### config.mk
export PLATFORM = sky130hd
export DESIGN_NAME = mbist_ctrl
export DESIGN_NICKNAME = d
export VERILOG_FILES = /design/src/rtl/mbist_pkg.sv /design/src/rtl/mbist_ustore.sv /design/src/rtl/mbist_addr.sv /design/src/rtl/mbist_cmp.sv /design/src/rtl/mbist_seq.sv /design/src/rtl/mbist_ctrl.sv
export SDC_FILE = /design/constraint.sdc
export NUM_CORES = 1
export LEC_CHECK = 0
export ABC_AREA = 1
export BUFFER_PORTS_ARGS = -buffer_cell sky130_fd_sc_hd__buf_2
export CORE_UTILIZATION = 55
export DETAILED_ROUTE_END_ITERATION = 12
export HOLD_SLACK_MARGIN = 0.03
export PLACE_DENSITY = 0.72
export REMOVE_ABC_BUFFERS = 1
export SETUP_SLACK_MARGIN = 0.4
export SYNTH_ARGS = -nofsm -noshare
export SYNTH_HDL_FRONTEND = slang
export SYNTH_SLANG_ARGS = --single-unit
### constraint.sdc
create_clock -name clk -period 1.95 [get_ports clk]
set_clock_uncertainty 0.05 [all_clocks]
set_input_delay 0.195 -clock clk [delete_from_list [all_inputs] [get_ports clk]]
set_output_delay 0.195 -clock clk [all_outputs]
set_load 0.05 [all_outputs]
### src/rtl/mbist_pkg.sv
package mbist_pkg;

  typedef enum logic [1:0] {
    ORD_UP   = 2'd0,
    ORD_DOWN = 2'd1,
    ORD_ANY  = 2'd2,
    ORD_RSVD = 2'd3
  } order_e;

  // One march element; packed MSB first so that bit 15 is the last flag
  typedef struct packed {
    logic       last;
    logic [4:0] val;
    logic [4:0] wr;
    logic [2:0] cnt;
    order_e     ord;
  } uinstr_t;

  localparam int UI_W    = $bits(uinstr_t);
  localparam int MAX_OPS = 5;

  typedef enum logic [2:0] {
    S_IDLE,
    S_FETCH,
    S_LOAD,
    S_RUN,
    S_DRAIN,
    S_DONE
  } state_e;

endpackage

### src/rtl/mbist_ustore.sv
module mbist_ustore #(
  parameter int PC_W = 4,
  parameter int W    = 16
) (
  input  logic            clk,
  input  logic            we,
  input  logic [PC_W-1:0] waddr,
  input  logic [W-1:0]    wdata,
  input  logic [PC_W-1:0] raddr,
  output logic [W-1:0]    rdata
);
  localparam int SLOTS = 1 << PC_W;

  logic [W-1:0] store [SLOTS];

  // Simple dual-port RAM with a registered read, no reset on the array
  always_ff @(posedge clk) begin
    if (we) store[waddr] <= wdata;
    rdata <= store[raddr];
  end

endmodule

### src/rtl/mbist_addr.sv
module mbist_addr #(
  parameter int ADDR_W = 4
) (
  input  logic              clk,
  input  logic              rst,
  input  logic              load,
  input  logic              down,
  input  logic              step,
  output logic [ADDR_W-1:0] addr,
  output logic              last
);
  localparam logic [ADDR_W-1:0] TOP = {ADDR_W{1'b1}};

  logic [ADDR_W-1:0] addr_q;
  logic              down_q;

  always_ff @(posedge clk) begin
    if (rst) begin
      addr_q <= '0;
      down_q <= 1'b0;
    end else if (load) begin
      addr_q <= down ? TOP : '0;
      down_q <= down;
    end else if (step) begin
      addr_q <= down_q ? addr_q - 1'b1 : addr_q + 1'b1;
    end
  end

  assign addr = addr_q;
  assign last = down_q ? (addr_q == '0) : (addr_q == TOP);

endmodule

### src/rtl/mbist_cmp.sv
module mbist_cmp #(
  parameter int ADDR_W = 4,
  parameter int DATA_W = 8
) (
  input  logic              clk,
  input  logic              rst,
  input  logic              chk,
  input  logic              exp_bit,
  input  logic [ADDR_W-1:0] addr,
  input  logic [DATA_W-1:0] rdata,
  output logic              mismatch,
  output logic              fail,
  output logic [ADDR_W-1:0] fail_addr
);
  logic              v_q;
  logic              e_q;
  logic [ADDR_W-1:0] a_q;

  // Stage aligned with the memory's read: captures what the read expects
  always_ff @(posedge clk) begin
    if (rst) begin
      v_q <= 1'b0;
      e_q <= 1'b0;
      a_q <= '0;
    end else begin
      v_q <= chk;
      e_q <= exp_bit;
      a_q <= addr;
    end
  end

  assign mismatch = v_q && (rdata != {DATA_W{e_q}});

  always_ff @(posedge clk) begin
    if (rst) begin
      fail      <= 1'b0;
      fail_addr <= '0;
    end else begin
      fail <= mismatch;
      if (mismatch) fail_addr <= a_q;
    end
  end

endmodule

### src/rtl/mbist_seq.sv
module mbist_seq
  import mbist_pkg::*;
#(
  parameter int PC_W = 4
) (
  input  logic            clk,
  input  logic            rst,
  input  logic            start,
  input  uinstr_t         ins_rd,
  output logic [PC_W-1:0] pc,
  output logic            addr_load,
  output logic            addr_down,
  output logic            addr_step,
  input  logic            addr_last,
  output logic            issue,
  output logic            issue_wr,
  output logic            issue_bit,
  output logic            start_ok,
  output logic            done
);
  localparam logic [1:0] DRAIN_END = 2'd2;

  state_e          state_q, state_d;
  logic [PC_W-1:0] pc_q, pc_d;
  logic [2:0]      op_q, op_d;
  uinstr_t         ins_q, ins_d;
  logic [1:0]      drain_q, drain_d;
  logic            done_q;
  logic [2:0]      n_ops;
  logic [7:0]      wr_ext, val_ext;

  // Count outside 1..5 is clamped into range
  always_comb begin
    if (ins_q.cnt == 3'd0)                  n_ops = 3'd1;
    else if (ins_q.cnt > 3'(MAX_OPS))       n_ops = 3'(MAX_OPS);
    else                                    n_ops = ins_q.cnt;
  end

  assign wr_ext  = {3'b000, ins_q.wr};
  assign val_ext = {3'b000, ins_q.val};
  assign start_ok = start && (state_q == S_IDLE || state_q == S_DONE);

  always_comb begin
    state_d   = state_q;
    pc_d      = pc_q;
    op_d      = op_q;
    ins_d     = ins_q;
    drain_d   = drain_q;
    addr_load = 1'b0;
    addr_down = 1'b0;
    addr_step = 1'b0;
    issue     = 1'b0;
    issue_wr  = 1'b0;
    issue_bit = 1'b0;
    unique case (state_q)
      S_IDLE, S_DONE: begin
        if (start) begin
          pc_d    = '0;
          state_d = S_FETCH;
        end
      end
      S_FETCH: state_d = S_LOAD;
      S_LOAD: begin
        ins_d     = ins_rd;
        addr_load = 1'b1;
        addr_down = (ins_rd.ord == ORD_DOWN);
        op_d      = '0;
        state_d   = S_RUN;
      end
      S_RUN: begin
        issue     = 1'b1;
        issue_wr  = wr_ext[op_q];
        issue_bit = val_ext[op_q];
        if (op_q == n_ops - 3'd1) begin
          op_d = '0;
          if (addr_last) begin
            if (ins_q.last) begin
              drain_d = '0;
              state_d = S_DRAIN;
            end else begin
              pc_d    = pc_q + 1'b1;
              state_d = S_FETCH;
            end
          end else begin
            addr_step = 1'b1;
          end
        end else begin
          op_d = op_q + 3'd1;
        end
      end
      S_DRAIN: begin
        drain_d = drain_q + 2'd1;
        if (drain_q == DRAIN_END) state_d = S_DONE;
      end
      default: state_d = S_IDLE;
    endcase
  end

  always_ff @(posedge clk) begin
    if (rst) begin
      state_q <= S_IDLE;
      pc_q    <= '0;
      op_q    <= '0;
      ins_q   <= '0;
      drain_q <= '0;
      done_q  <= 1'b0;
    end else begin
      state_q <= state_d;
      pc_q    <= pc_d;
      op_q    <= op_d;
      ins_q   <= ins_d;
      drain_q <= drain_d;
      done_q  <= (state_d == S_DONE);
    end
  end

  assign pc   = pc_q;
  assign done = done_q;

endmodule

### src/rtl/mbist_ctrl.sv
module mbist_ctrl
  import mbist_pkg::*;
#(
  parameter int ADDR_W = 4,
  parameter int DATA_W = 8,
  parameter int PC_W   = 4
) (
  input  logic              clk,
  input  logic              rst,
  input  logic              start,
  input  logic              prog_we,
  input  logic [PC_W-1:0]   prog_addr,
  input  logic [UI_W-1:0]   prog_data,
  output logic [ADDR_W-1:0] mem_addr,
  output logic [DATA_W-1:0] mem_wdata,
  output logic              mem_we,
  output logic              mem_re,
  input  logic [DATA_W-1:0] mem_rdata,
  output logic              fail,
  output logic [ADDR_W-1:0] fail_addr,
  output logic              done,
  output logic              pass
);
  logic [PC_W-1:0]   pc;
  logic [UI_W-1:0]   ucode_q;
  uinstr_t           ins_rd;
  logic              addr_load, addr_down, addr_step, addr_last;
  logic [ADDR_W-1:0] cur_addr;
  logic              issue, issue_wr, issue_bit, start_ok;
  logic              mismatch;

  logic [ADDR_W-1:0] mem_addr_q;
  logic [DATA_W-1:0] mem_wdata_q;
  logic              mem_we_q, mem_re_q, exp_bit_q, pass_q;

  mbist_ustore #(.PC_W(PC_W), .W(UI_W)) u_store (
    .clk   (clk),
    .we    (prog_we),
    .waddr (prog_addr),
    .wdata (prog_data),
    .raddr (pc),
    .rdata (ucode_q)
  );

  assign ins_rd = uinstr_t'(ucode_q);

  mbist_seq #(.PC_W(PC_W)) u_seq (
    .clk       (clk),
    .rst       (rst),
    .start     (start),
    .ins_rd    (ins_rd),
    .pc        (pc),
    .addr_load (addr_load),
    .addr_down (addr_down),
    .addr_step (addr_step),
    .addr_last (addr_last),
    .issue     (issue),
    .issue_wr  (issue_wr),
    .issue_bit (issue_bit),
    .start_ok  (start_ok),
    .done      (done)
  );

  mbist_addr #(.ADDR_W(ADDR_W)) u_addr (
    .clk  (clk),
    .rst  (rst),
    .load (addr_load),
    .down (addr_down),
    .step (addr_step),
    .addr (cur_addr),
    .last (addr_last)
  );

  // Registered memory-side outputs
  always_ff @(posedge clk) begin
    if (rst) begin
      mem_addr_q  <= '0;
      mem_wdata_q <= '0;
      mem_we_q    <= 1'b0;
      mem_re_q    <= 1'b0;
      exp_bit_q   <= 1'b0;
    end else begin
      mem_addr_q  <= cur_addr;
      mem_wdata_q <= {DATA_W{issue_bit}};
      mem_we_q    <= issue & issue_wr;
      mem_re_q    <= issue & ~issue_wr;
      exp_bit_q   <= issue_bit;
    end
  end

  mbist_cmp #(.ADDR_W(ADDR_W), .DATA_W(DATA_W)) u_cmp (
    .clk       (clk),
    .rst       (rst),
    .chk       (mem_re_q),
    .exp_bit   (exp_bit_q),
    .addr      (mem_addr_q),
    .rdata     (mem_rdata),
    .mismatch  (mismatch),
    .fail      (fail),
    .fail_addr (fail_addr)
  );

  always_ff @(posedge clk) begin
    if (rst)           pass_q <= 1'b0;
    else if (start_ok) pass_q <= 1'b1;
    else if (mismatch) pass_q <= 1'b0;
  end

  assign mem_addr  = mem_addr_q;
  assign mem_wdata = mem_wdata_q;
  assign mem_we    = mem_we_q;
  assign mem_re    = mem_re_q;
  assign pass      = pass_q;

endmodule

==> results.py, run 1 <==
metrics = {
    "yosys": {
        "ys_warn_count": 0,
        "synth_area_leaders": "edfxtp_1 60%, dfxtp_1 10%, nor2_1 7.0%",
        "synth_flop_cell": "edfxtp_1",
        "synth_most_common_cell": "edfxtp_1",
        "async_flop_share": 0,
        "synth_commonest_cells": "256 x edfxtp_1, 240 x nor2_1, 151 x o21ai_0, 90 x nand2_1, 67 x dfxtp_1",
        "ys_seq_elements": 323,
        "synthesis.area_um2": 12800,
        "synth_edf_count": 256,
        "yosysTopAreaCellShare": 0.598,
        "ys_types": 35,
        "syn_avg_cell_area_um2": 11.5,
        "synth_top_area_cell": "edfxtp_1",
        "synthesis.instances": 1113,
        "synth_seq_area_share": 0.703,
    },
    "final_layout": {
        "stdcell_area_um2": 15700,
        "final_nets": 1261,
        "diodes": 0,
        "final_core_util": 0.687,
        "area_growth_pct": 21.9,
        "drive_gt1_frac": 0.206,
        "layoutNonFillerInstCount": 1559,
    },
    "cts": {
        "clk_path_buf_depth": 3,
        "htreeDepth": 2,
        "insertion_delay_ps": 510,
        "numCtsBuffers": 34,
        "clock_sinks": 323,
        "cts_tree": "built",
        "path_clk_slew_ps": 60,
        "clockRootBuffer": "clkbuf_16",
    },
    "worst_setup_path": {
        "reg2reg_slack_ps": 90,
        "crit_slowest_cell": "dfxtp_2",
        "rr_endpoint": "u_addr.addr[1]$_SDFFE_PP0P_",
        "crit_type": "flip-flop to flip-flop",
        "path_delay_family": "simple AND/OR/NAND/NOR gates",
        "required_ps": 2290,
        "reg2reg_depth": 13,
        "crit_arrival_ps": 2200,
        "crit_path_end_kind": "flip-flop",
        "cp_cell_sequence": "inv_2 > nand2_2 > nand3_2 > inv_2 > ha_4 > xor2_2 > nand3_2 > nor2_4 > nand2_2 > nand2_4 > inv_2 > nor2_2 > nor2_1",
        "r2r-start": "u_seq.ins_q[4]$_SDFFE_PP0P_",
        "path_common_cell": "inv_2",
        "cp-start-kind": "flip-flop",
        "cp_max_fo": 5,
        "max_stage_delay_ps": 330,
        "crit_buf_inv": 3,
    },
    "die": {
        "core_um2": 22800,
        "die-area_um2": 24000,
        "rows": 55,
        "ios": 53,
        "die_h_um": 155,
        "initial_utilization": 0.564,
        "die_x_um": 155,
    },
    "min_path": {
        "worst_hold_startpoint": "prog_data[4]",
        "min_path_cells": 1,
        "hold_path_end": "u_store.store[11][4]$_DFFE_PP_",
        "hold_path_class": "input port to flip-flop",
    },
    "placement": {
        "gp_congestion": 0.824,
        "place_area_um2": 13600,
        "place_inst": 1449,
        "port_buffers": 52,
        "dp_hpwl_mm": 16.1,
        "pre_cts_ws_ps": -82.1,
    },
    "power_and_ir_drop": {
        "power_mw": 19.7,
        "vdd_ir_drop_max_mv": 0.827,
        "p_leak_nw": 5.55,
        "power.density_nw_per_um2": 1260,
    },
    "routing": {
        "antenna_left": 0,
        "vias_per_cell": 5.79,
        "routed_wl_mm": 31.5,
        "wl_met3_mm": 2.70,
        "highest_layer": "met4",
        "wl_met1_mm": 12.9,
        "drc": 0,
        "drt_iter0_markers": 938,
        "drt_first_pass_iters": 7,
        "wl_per_cell_um": 20.2,
        "routed-wl-met2_mm": 15.0,
        "via_count": 9024,
    },
    "run_status": {
        "status": "finished, final reports clean",
    },
    "sta": {
        "slew_violations": 0,
        "max_freq_ghz": 0.537,
        "slew_headroom": 0.505,
        "tightest_slew_ps": 742,
        "hold_violations": 0,
        "grt_setup_unrepaired": "yes",
        "period_share": 0.954,
        "min_period_ps": 1860,
        "fin_ws_ps": 89.0,
        "finalSetupViolCount": 0,
    },
    "global_routing": {
        "antenna_found_initial": 0,
        "grt_pass1_vias": 8621,
        "grt_max_degree": 67,
        "grt_pass1_wl_mm": 45.8,
        "gr-usage-all-layers": 0.252,
        "grt_remaining_overflow": 0,
    },
    "job": {
        "cap_violations": 0,
    },
}
cells by family after synthesis:
| group | after synthesis | synth area share |
|---|---|---|
| simple gates | 403 | 0.129 |
| flops | 323 | 0.703 |
| compound gates | 254 | 0.113 |
| buf+inv | 116 | 0.0404 |
| fa+ha+maj | 7 | 0.00740 |
| mux | 6 | 0.00468 |
| xor+xnor | 4 | 0.00273 |
what timing repair did:
item / in CTS / in global routing
setup endpoints to repair: 22 / 40
hold endpoints to repair: 226 / 0
setup buffers: 8 / 11
pin swaps: 14 / 28
hold buffers: 16 / 0
gates cloned: 2 / 13
gates resized for setup: 25 / 78
state kept, by name, summed over array words and instances, names as in the netlist, 4 cells and up:
signal,count
mem_addr,4
u_seq.pc,4
u_store.store,256
u_addr.addr,4
u_seq.ins_q,14
u_cmp.fail_addr,4
u_cmp.a_q,4
u_store.rdata,16
metrics by stage:
step                TNS (ps)  hold slack [ps]
detailed placement      -384              370
floorplan             -51930              214
global route           -3.19             49.6
CTS                        0             40.6
finish                     0             51.7
global placement           0              359
cell usage in the layout, fill, tap and decap left out, types with 6 or more instances in the layout:
cell type	n
edfxtp_1	256
nor2_1	210
o21ai_0	125
nand2_1	85
dfxtp_1	61
o211ai_1	58
buf_2	47
clkbuf_16	44
nand3_1	42
inv_1	39
buf_4	39
a21oi_1	31
nor2_2	30
o21ai_1	23
dlygate4sd3_1	16
nor2_4	10
inv_2	8
buf_6	8
buf_12	8
nand2_2	7
nand3_2	7
o21ai_2	6
mux2i_1	6
o221ai_1	6
clkbuf_1	6
power breakdown:
group / internal, mW / switching (mW) / leakage (nW) / total, mW
clock network: 4.04 / 2.60 / 0.561 / 6.63
registers: 7.91 / 0.285 / 2.87 / 8.20
logic: 1.92 / 2.98 / 2.12 / 4.89
final cells by class:
class	instances	area (µm²)
timing repair inverter	1	8.76
clock buffer	43	926
sequential	323	9040
tap	313	392
fill	1532	7120
inverter	50	200
timing repair buffer	138	1360
clock inverter	17	220
multi-input combinational	674	3510
how the worst max path moves through the flow:
stage	slack [ps]	cells past startpoint	start	to
after global placement	50	13	u_seq.ins_q[4]$_SDFFE_PP0P_	u_addr.addr[1]$_SDFFE_PP0P_
after global routing	-3	12	u_seq.ins_q[3]$_SDFFE_PP0P_	u_addr.addr[1]$_SDFFE_PP0P_
after floorplan	-2300	7	u_seq.pc[0]$_SDFFE_PP0P_	u_store.rdata[10]$_DFF_P_
after CTS	180	13	u_seq.ins_q[4]$_SDFFE_PP0P_	u_addr.addr[1]$_SDFFE_PP0P_
final	90	13	u_seq.ins_q[4]$_SDFFE_PP0P_	u_addr.addr[1]$_SDFFE_PP0P_
after detailed placement	-80	13	u_seq.ins_q[4]$_SDFFE_PP0P_	u_addr.addr[1]$_SDFFE_PP0P_
routing by layer:
layer,vias up,track usage
met1,4386,0.341
met5,-,0
met2,418,0.408
met3,64,0.0440
li1,4156,-
met4,0,0.100
(Power assumes the default switching activity.)
==> run 2, diff against run 1 <==
ABC_AREA = not set   (was 1)
CTS_CLUSTER_DIAMETER = 80   (was not set)
==> run 2 against run 1 <==
  * The flow now finishes with violations (DRC, setup timing)
  * Hold slack gained 28 ps
  * Sequential cell count is the same
  * Maximum frequency down 19%
  * Die area fell by 3.6%
  * First-iteration DRC count decreased by 26%
  * Non-clock buffer count rose by 5
  * Combinational power fell by 86%
  * Critical path depth shrank 5
  * Global-route usage decreased by 1.4 points
  * Highest routed layer unchanged
==> results.py, run 2 <==
metrics = {
    "yosys": {
        "synth_most_common_cell": "edfxtp_1",
        "synth_flop_cell": "edfxtp_1",
        "synth_seq_area_share": 0.729,
        "ys_warn_count": 0,
        "async_flop_share": 0,
        "synth_commonest_cells": "256 x edfxtp_1, 81 x mux4_2, 67 x dfxtp_1, 44 x nand2_1, 34 x nor2_1",
        "syn_avg_cell_area_um2": 18.4,
        "synthesis.instances": 674,
        "synth_area_leaders": "edfxtp_1 62%, mux4_2 15%, dfxtp_1 11%",
        "ys_seq_elements": 323,
        "synth_edf_count": 256,
        "synthesis.area_um2": 12400,
        "ys_types": 51,
        "yosysTopAreaCellShare": 0.621,
        "synth_top_area_cell": "edfxtp_1",
    },
    "sta": {
        "slew_headroom": 0.607,
        "fin_ws_ps": -341,
        "period_share": 1.17,
        "tightest_slew_ps": 589,
        "max_freq_ghz": 0.437,
        "grt_setup_unrepaired": "yes",
        "min_period_ps": 2290,
        "finalSetupViolCount": 19,
        "setup_tns_ps": -2520,
        "slew_violations": 0,
        "hold_violations": 0,
        "whs_ps": 80.0,
    },
    "final_layout": {
        "top_register": "u_store.store",
        "final_nets": 845,
        "diodes": 0,
        "drive_gt1_frac": 0.358,
        "largestRegisters": "u_store.store x256, u_store.rdata x16, u_seq.ins_q x14",
        "n_fill_cell": 1360,
        "final_core_util": 0.683,
        "layout_commonest_cell": "edfxtp_1",
        "area_growth_pct": 21.2,
        "largest_reg_flops": 256,
        "final_cell_mix": "256 x edfxtp_1, 81 x mux4_2, 61 x dfxtp_1",
    },
    "power_and_ir_drop": {
        "clkPwrFrac": 0.409,
        "power_frac_seq": 0.541,
        "combPwrFrac": 0.050,
        "power_mw": 14.1,
        "p_int_mw": 11.2,
        "switchingPower_mw": 2.93,
        "p_leak_nw": 4.95,
        "vdd_ir_drop_max_mv": 0.811,
        "power.density_nw_per_um2": 943,
        "sw_frac_of_total": 0.207,
    },
    "placement": {
        "pre_cts_ws_ps": -368,
        "dp_hpwl_mm": 14.9,
        "gp_congestion": 0.888,
        "port_buffers": 52,
    },
    "global_routing": {
        "gr-usage-all-layers": 0.238,
        "grt_pass1_vias": 6867,
        "grt_remaining_overflow": 0,
        "antenna_found_initial": 0,
        "grt_pass1_wl_mm": 40.6,
        "grt_max_degree": 36,
    },
    "routing": {
        "via_count": 6747,
        "routed_wl_mm": 27.0,
        "drt_iter0_markers": 698,
        "drt_first_pass_iters": 10,
        "wl_per_cell_um": 24.3,
        "vias_per_cell": 6.08,
        "drc": 18,
        "antenna_left": 0,
    },
    "run_status": {
        "status": "complete, but fails checks",
        "violations": "DRC, setup timing",
    },
    "cts": {
        "clk_path_buf_depth": 3,
        "clockRootBuffer": "clkbuf_16",
        "numCtsBuffers": 31,
        "cts_tree": "built",
        "htreeDepth": 1,
        "path_clk_slew_ps": 60,
        "insertion_delay_ps": 550,
        "clock_sinks": 323,
    },
    "worst_setup_path": {
        "crit_type": "flip-flop to flip-flop",
        "cp_max_fo": 6,
        "crit_path_end_kind": "flip-flop",
        "cp-start-kind": "flip-flop",
        "required_ps": 2370,
        "crit_arrival_ps": 2710,
    },
    "job": {
        "cap_violations": 0,
    },
    "die": {
        "die_x_um": 152,
        "initial_utilization": 0.564,
        "ios": 53,
        "rows": 54,
        "die-area_um2": 23100,
        "die_h_um": 152,
        "core_um2": 22000,
    },
    "min_path": {
        "hold_path_class": "input port to flip-flop",
    },
}
## run 2: routing by layer
layer | share of wire | global-route usage | vias up
met5 | 0 | 0 | -
met1 | 0.39 | 0.311 | 3447
met3 | 0.068 | 0.0379 | 65
met4 | 0.029 | 0.0777 | 0
li1 | - | - | 2931
met2 | 0.51 | 0.412 | 304
## run 2: area by class of cell
| cell class | instances | area [µm²] | area share |
|---|---|---|---|
| Timing Repair Buffer | 143 | 1310 | 0.0874 |
| Multi-Input combinational cell | 300 | 3300 | 0.220 |
| Sequential cell | 323 | 9040 | 0.603 |
| Clock buffer | 37 | 808 | 0.0539 |
| Clock inverter | 20 | 171 | 0.0114 |
| Inverter | 7 | 26.3 | 0.00175 |
| Tap cell | 280 | 350 | 0.0234 |
## run 2: logic make-up after synthesis
| logic type | synth area share |
|---|---|
| buffers and inverters | 0.0189 |
| AND/OR/NAND/NOR | 0.0568 |
| adder cells (fa/ha/maj) | 0.00768 |
| AO/OA/AOI/OAI | 0.0297 |
| flip-flops | 0.729 |
| multiplexers | 0.153 |
| XOR/XNOR | 0.00425 |
## run 2: power groups by stage
| stage | logic (mW) | clock network (mW) | registers (mW) |
|---|---|---|---|
| after floorplan | 0.250 | 0 | 7.82 |
| after global placement | 0.544 | 0 | 7.78 |
| after detailed placement | 0.574 | 0 | 7.79 |
| after CTS | 0.660 | 5.86 | 7.65 |
| after global routing | 0.760 | 6.14 | 7.66 |
| final | 0.708 | 5.78 | 7.66 |
## run 2: worst paths after layout
path,from,endpoint,slack (ps),depth (start not counted)
worst max-delay path,u_seq.ins_q[3]$_SDFFE_PP0P_,u_seq.pc[0]$_SDFFE_PP0P_,-340,8
worst min-delay path,rst,mem_addr[0]$_SDFF_PP0_,80,2
worst max register to register,u_seq.ins_q[3]$_SDFFE_PP0P_,u_seq.pc[0]$_SDFFE_PP0P_,-340,8
worst min register to register,u_store.rdata[11]$_DFF_P_,u_seq.ins_q[11]$_SDFFE_PP0P_,400,2
## run 2: what timing repair did
item                                   CTS  global route
pin swaps                               20             8
setup endpoints to repair               48            57
cloned                                   4             0
hold buffers                            17             0
endpoints found under the hold margin  257             0
gates resized for setup                 36            30
setup buffers                           12             5
## run 2: worst max-delay path, cell delays in order, from the launching register on
cell      delay [ps]
dfxtp_2          340
xnor2_2          140
nor2_1           100
ha_1             180
xor2_1           300
and3_4           310
o211ai_4         130
or4_4            500
a31oi_1          160
## run 2: metrics by stage
stage / area [µm²] / cells
2_1_floorplan: 12200 / 630
3_3_place_gp: 13400 / 1015
5_1_grt: 15000 / 1110
4_1_cts: 14900 / 1105
6_report: 15000 / 1110
3_5_place_dp: 13400 / 1015
==> run 3, diff against run 2 <==
RECOVER_POWER = 100   (was not set)
==> run 3 against run 2 <==
  * The run still ends with DRC, setup timing left
  * Die area is the same
  * Clock power is essentially flat
  * Largest power group unchanged
  * Final cell count is the same
  * Non-clock buffer count is the same
  * Register-to-register slack is essentially flat
  * Wire length is essentially flat
==> results.py, run 3 (synthesis results as in run 2) <==
metrics = {
    "worst_setup_path": {
        "rr_endpoint": "u_seq.pc[0]$_SDFFE_PP0P_",
        "crit_path_end_kind": "flip-flop",
        "worstSetupEndpoint": "u_seq.pc[0]$_SDFFE_PP0P_",
        "crit_type": "flip-flop to flip-flop",
        "reg2reg_slack_ps": -340,
        "cp-start-kind": "flip-flop",
        "worstSetupStartpoint": "u_seq.ins_q[3]$_SDFFE_PP0P_",
        "cp_max_fo": 6,
        "reg2reg_depth": 8,
        "crit_arrival_ps": 2710,
        "required_ps": 2370,
        "r2r-start": "u_seq.ins_q[3]$_SDFFE_PP0P_",
    },
    "routing": {
        "vias_per_cell": 6.07,
        "drt_iter0_markers": 698,
        "antenna_left": 0,
        "via_count": 6743,
        "drc": 18,
        "wl_per_cell_um": 24.3,
        "drt_first_pass_iters": 10,
        "routed_wl_mm": 27.0,
    },
    "global_routing": {
        "use_met3": 0.0379,
        "use_met1": 0.311,
        "grt_max_degree": 36,
        "grt_pass1_vias": 6867,
        "met2_usage": 0.412,
        "grt_pass1_wl_mm": 40.6,
        "antenna_found_initial": 0,
        "grt_remaining_overflow": 0,
        "gr-usage-all-layers": 0.238,
        "top_usage_layer": "met2",
    },
    "cts": {
        "clock_sinks": 323,
        "clockRootBuffer": "clkbuf_16",
        "path_clk_slew_ps": 60,
        "cts_tree": "built",
        "htreeDepth": 1,
        "insertion_delay_ps": 550,
        "numCtsBuffers": 31,
        "clk_path_buf_depth": 3,
    },
    "final_layout": {
        "largest_reg_flops": 256,
        "layoutNonFillerInstCount": 1110,
        "area_growth_pct": 21.2,
        "top_register": "u_store.store",
        "diodes": 0,
        "final_nets": 845,
        "largestRegisters": "u_store.store x256, u_store.rdata x16, u_seq.ins_q x14",
        "layout_commonest_cell": "edfxtp_1",
        "drive_gt1_frac": 0.357,
        "final_core_util": 0.683,
        "final_cell_mix": "256 x edfxtp_1, 81 x mux4_2, 61 x dfxtp_1",
    },
    "sta": {
        "fin_ws_ps": -340,
        "slew_violations": 0,
        "tightest_slew_ps": 589,
        "hold_violations": 0,
        "period_share": 1.17,
        "whs_ps": 80.0,
        "min_period_ps": 2290,
        "finalSetupViolCount": 19,
        "slew_headroom": 0.607,
        "grt_setup_unrepaired": "yes",
        "max_freq_ghz": 0.437,
        "setup_tns_ps": -2520,
    },
    "die": {
        "die_x_um": 152,
        "ios": 53,
        "rows": 54,
        "core_um2": 22000,
        "die_h_um": 152,
        "initial_utilization": 0.564,
        "die-area_um2": 23100,
    },
    "min_path": {
        "hold_path_class": "input port to flip-flop",
    },
    "placement": {
        "port_buffers": 52,
        "gp_congestion": 0.888,
        "dp_hpwl_mm": 14.9,
        "place_inst": 1015,
    },
    "power_and_ir_drop": {
        "power.density_nw_per_um2": 943,
        "vdd_ir_drop_max_mv": 0.811,
        "power_mw": 14.1,
        "p_leak_nw": 4.95,
    },
    "run_status": {
        "status": "complete, but fails checks",
        "violations": "DRC, setup timing",
    },
    "job": {
        "cap_violations": 0,
    },
}
## run 3: cell type report
cell class / instances / area (µm²)
clock buffer: 37 / 808
clock inverter: 20 / 171
fill: 1361 / 6960
inverter: 7 / 26.3
multi-input combinational: 300 / 3300
sequential: 323 / 9040
tap: 280 / 350
timing repair buffer: 143 / 1310
## run 3: what timing repair did
item                       CTS  global route
gates cloned                 4             0
hold buffers                17             0
setup endpoints to repair   48            57
resized for setup           36            30
setup buffers               12             5
hold endpoints to repair   257             0
pin swaps                   20             8
## run 3: layer usage
metal  vias to the layer above  part of all wire
met2                       306              0.51
met3                        63             0.068
met4                         0             0.029
li1                       2931                 -
met5                         -                 0
met1                      3443              0.39
## run 3: report_power, final
part           switching (mW)  internal (mW)
Clock                    2.45           3.33
Sequential             0.0698           7.59
Combinational           0.417          0.291
## run 3: worst min path at each step
stage,slack [ps],startpoint,endpoint,cells past startpoint
final,80,rst,mem_addr[0]$_SDFF_PP0_,2
after global placement,390,u_store.rdata[11]$_DFF_P_,u_seq.ins_q[11]$_SDFFE_PP0P_,2
after global routing,90,rst,u_cmp.fail_addr[0]$_SDFFE_PP0P_,2
after floorplan,210,rst,mem_addr[0]$_SDFF_PP0_,1
after CTS,50,rst,mem_addr[0]$_SDFF_PP0_,2
after detailed placement,390,u_store.rdata[11]$_DFF_P_,u_seq.ins_q[11]$_SDFFE_PP0P_,2
## run 3: stage by stage
step                area, µm²  setup slack [ps]
finish                  15000              -340
global route            15000              -473
floorplan               12200             -2140
global placement        13400              -176
CTS                     14900              -204
detailed placement      13400              -368
## run 3: critical path: stages (launching register included)
cell and delay, ps:
dfxtp_2 340, xnor2_2 140, nor2_1 100, ha_1 180, xor2_1 300, and3_4 310, o211ai_4 130, or4_4 500
a31oi_1 160
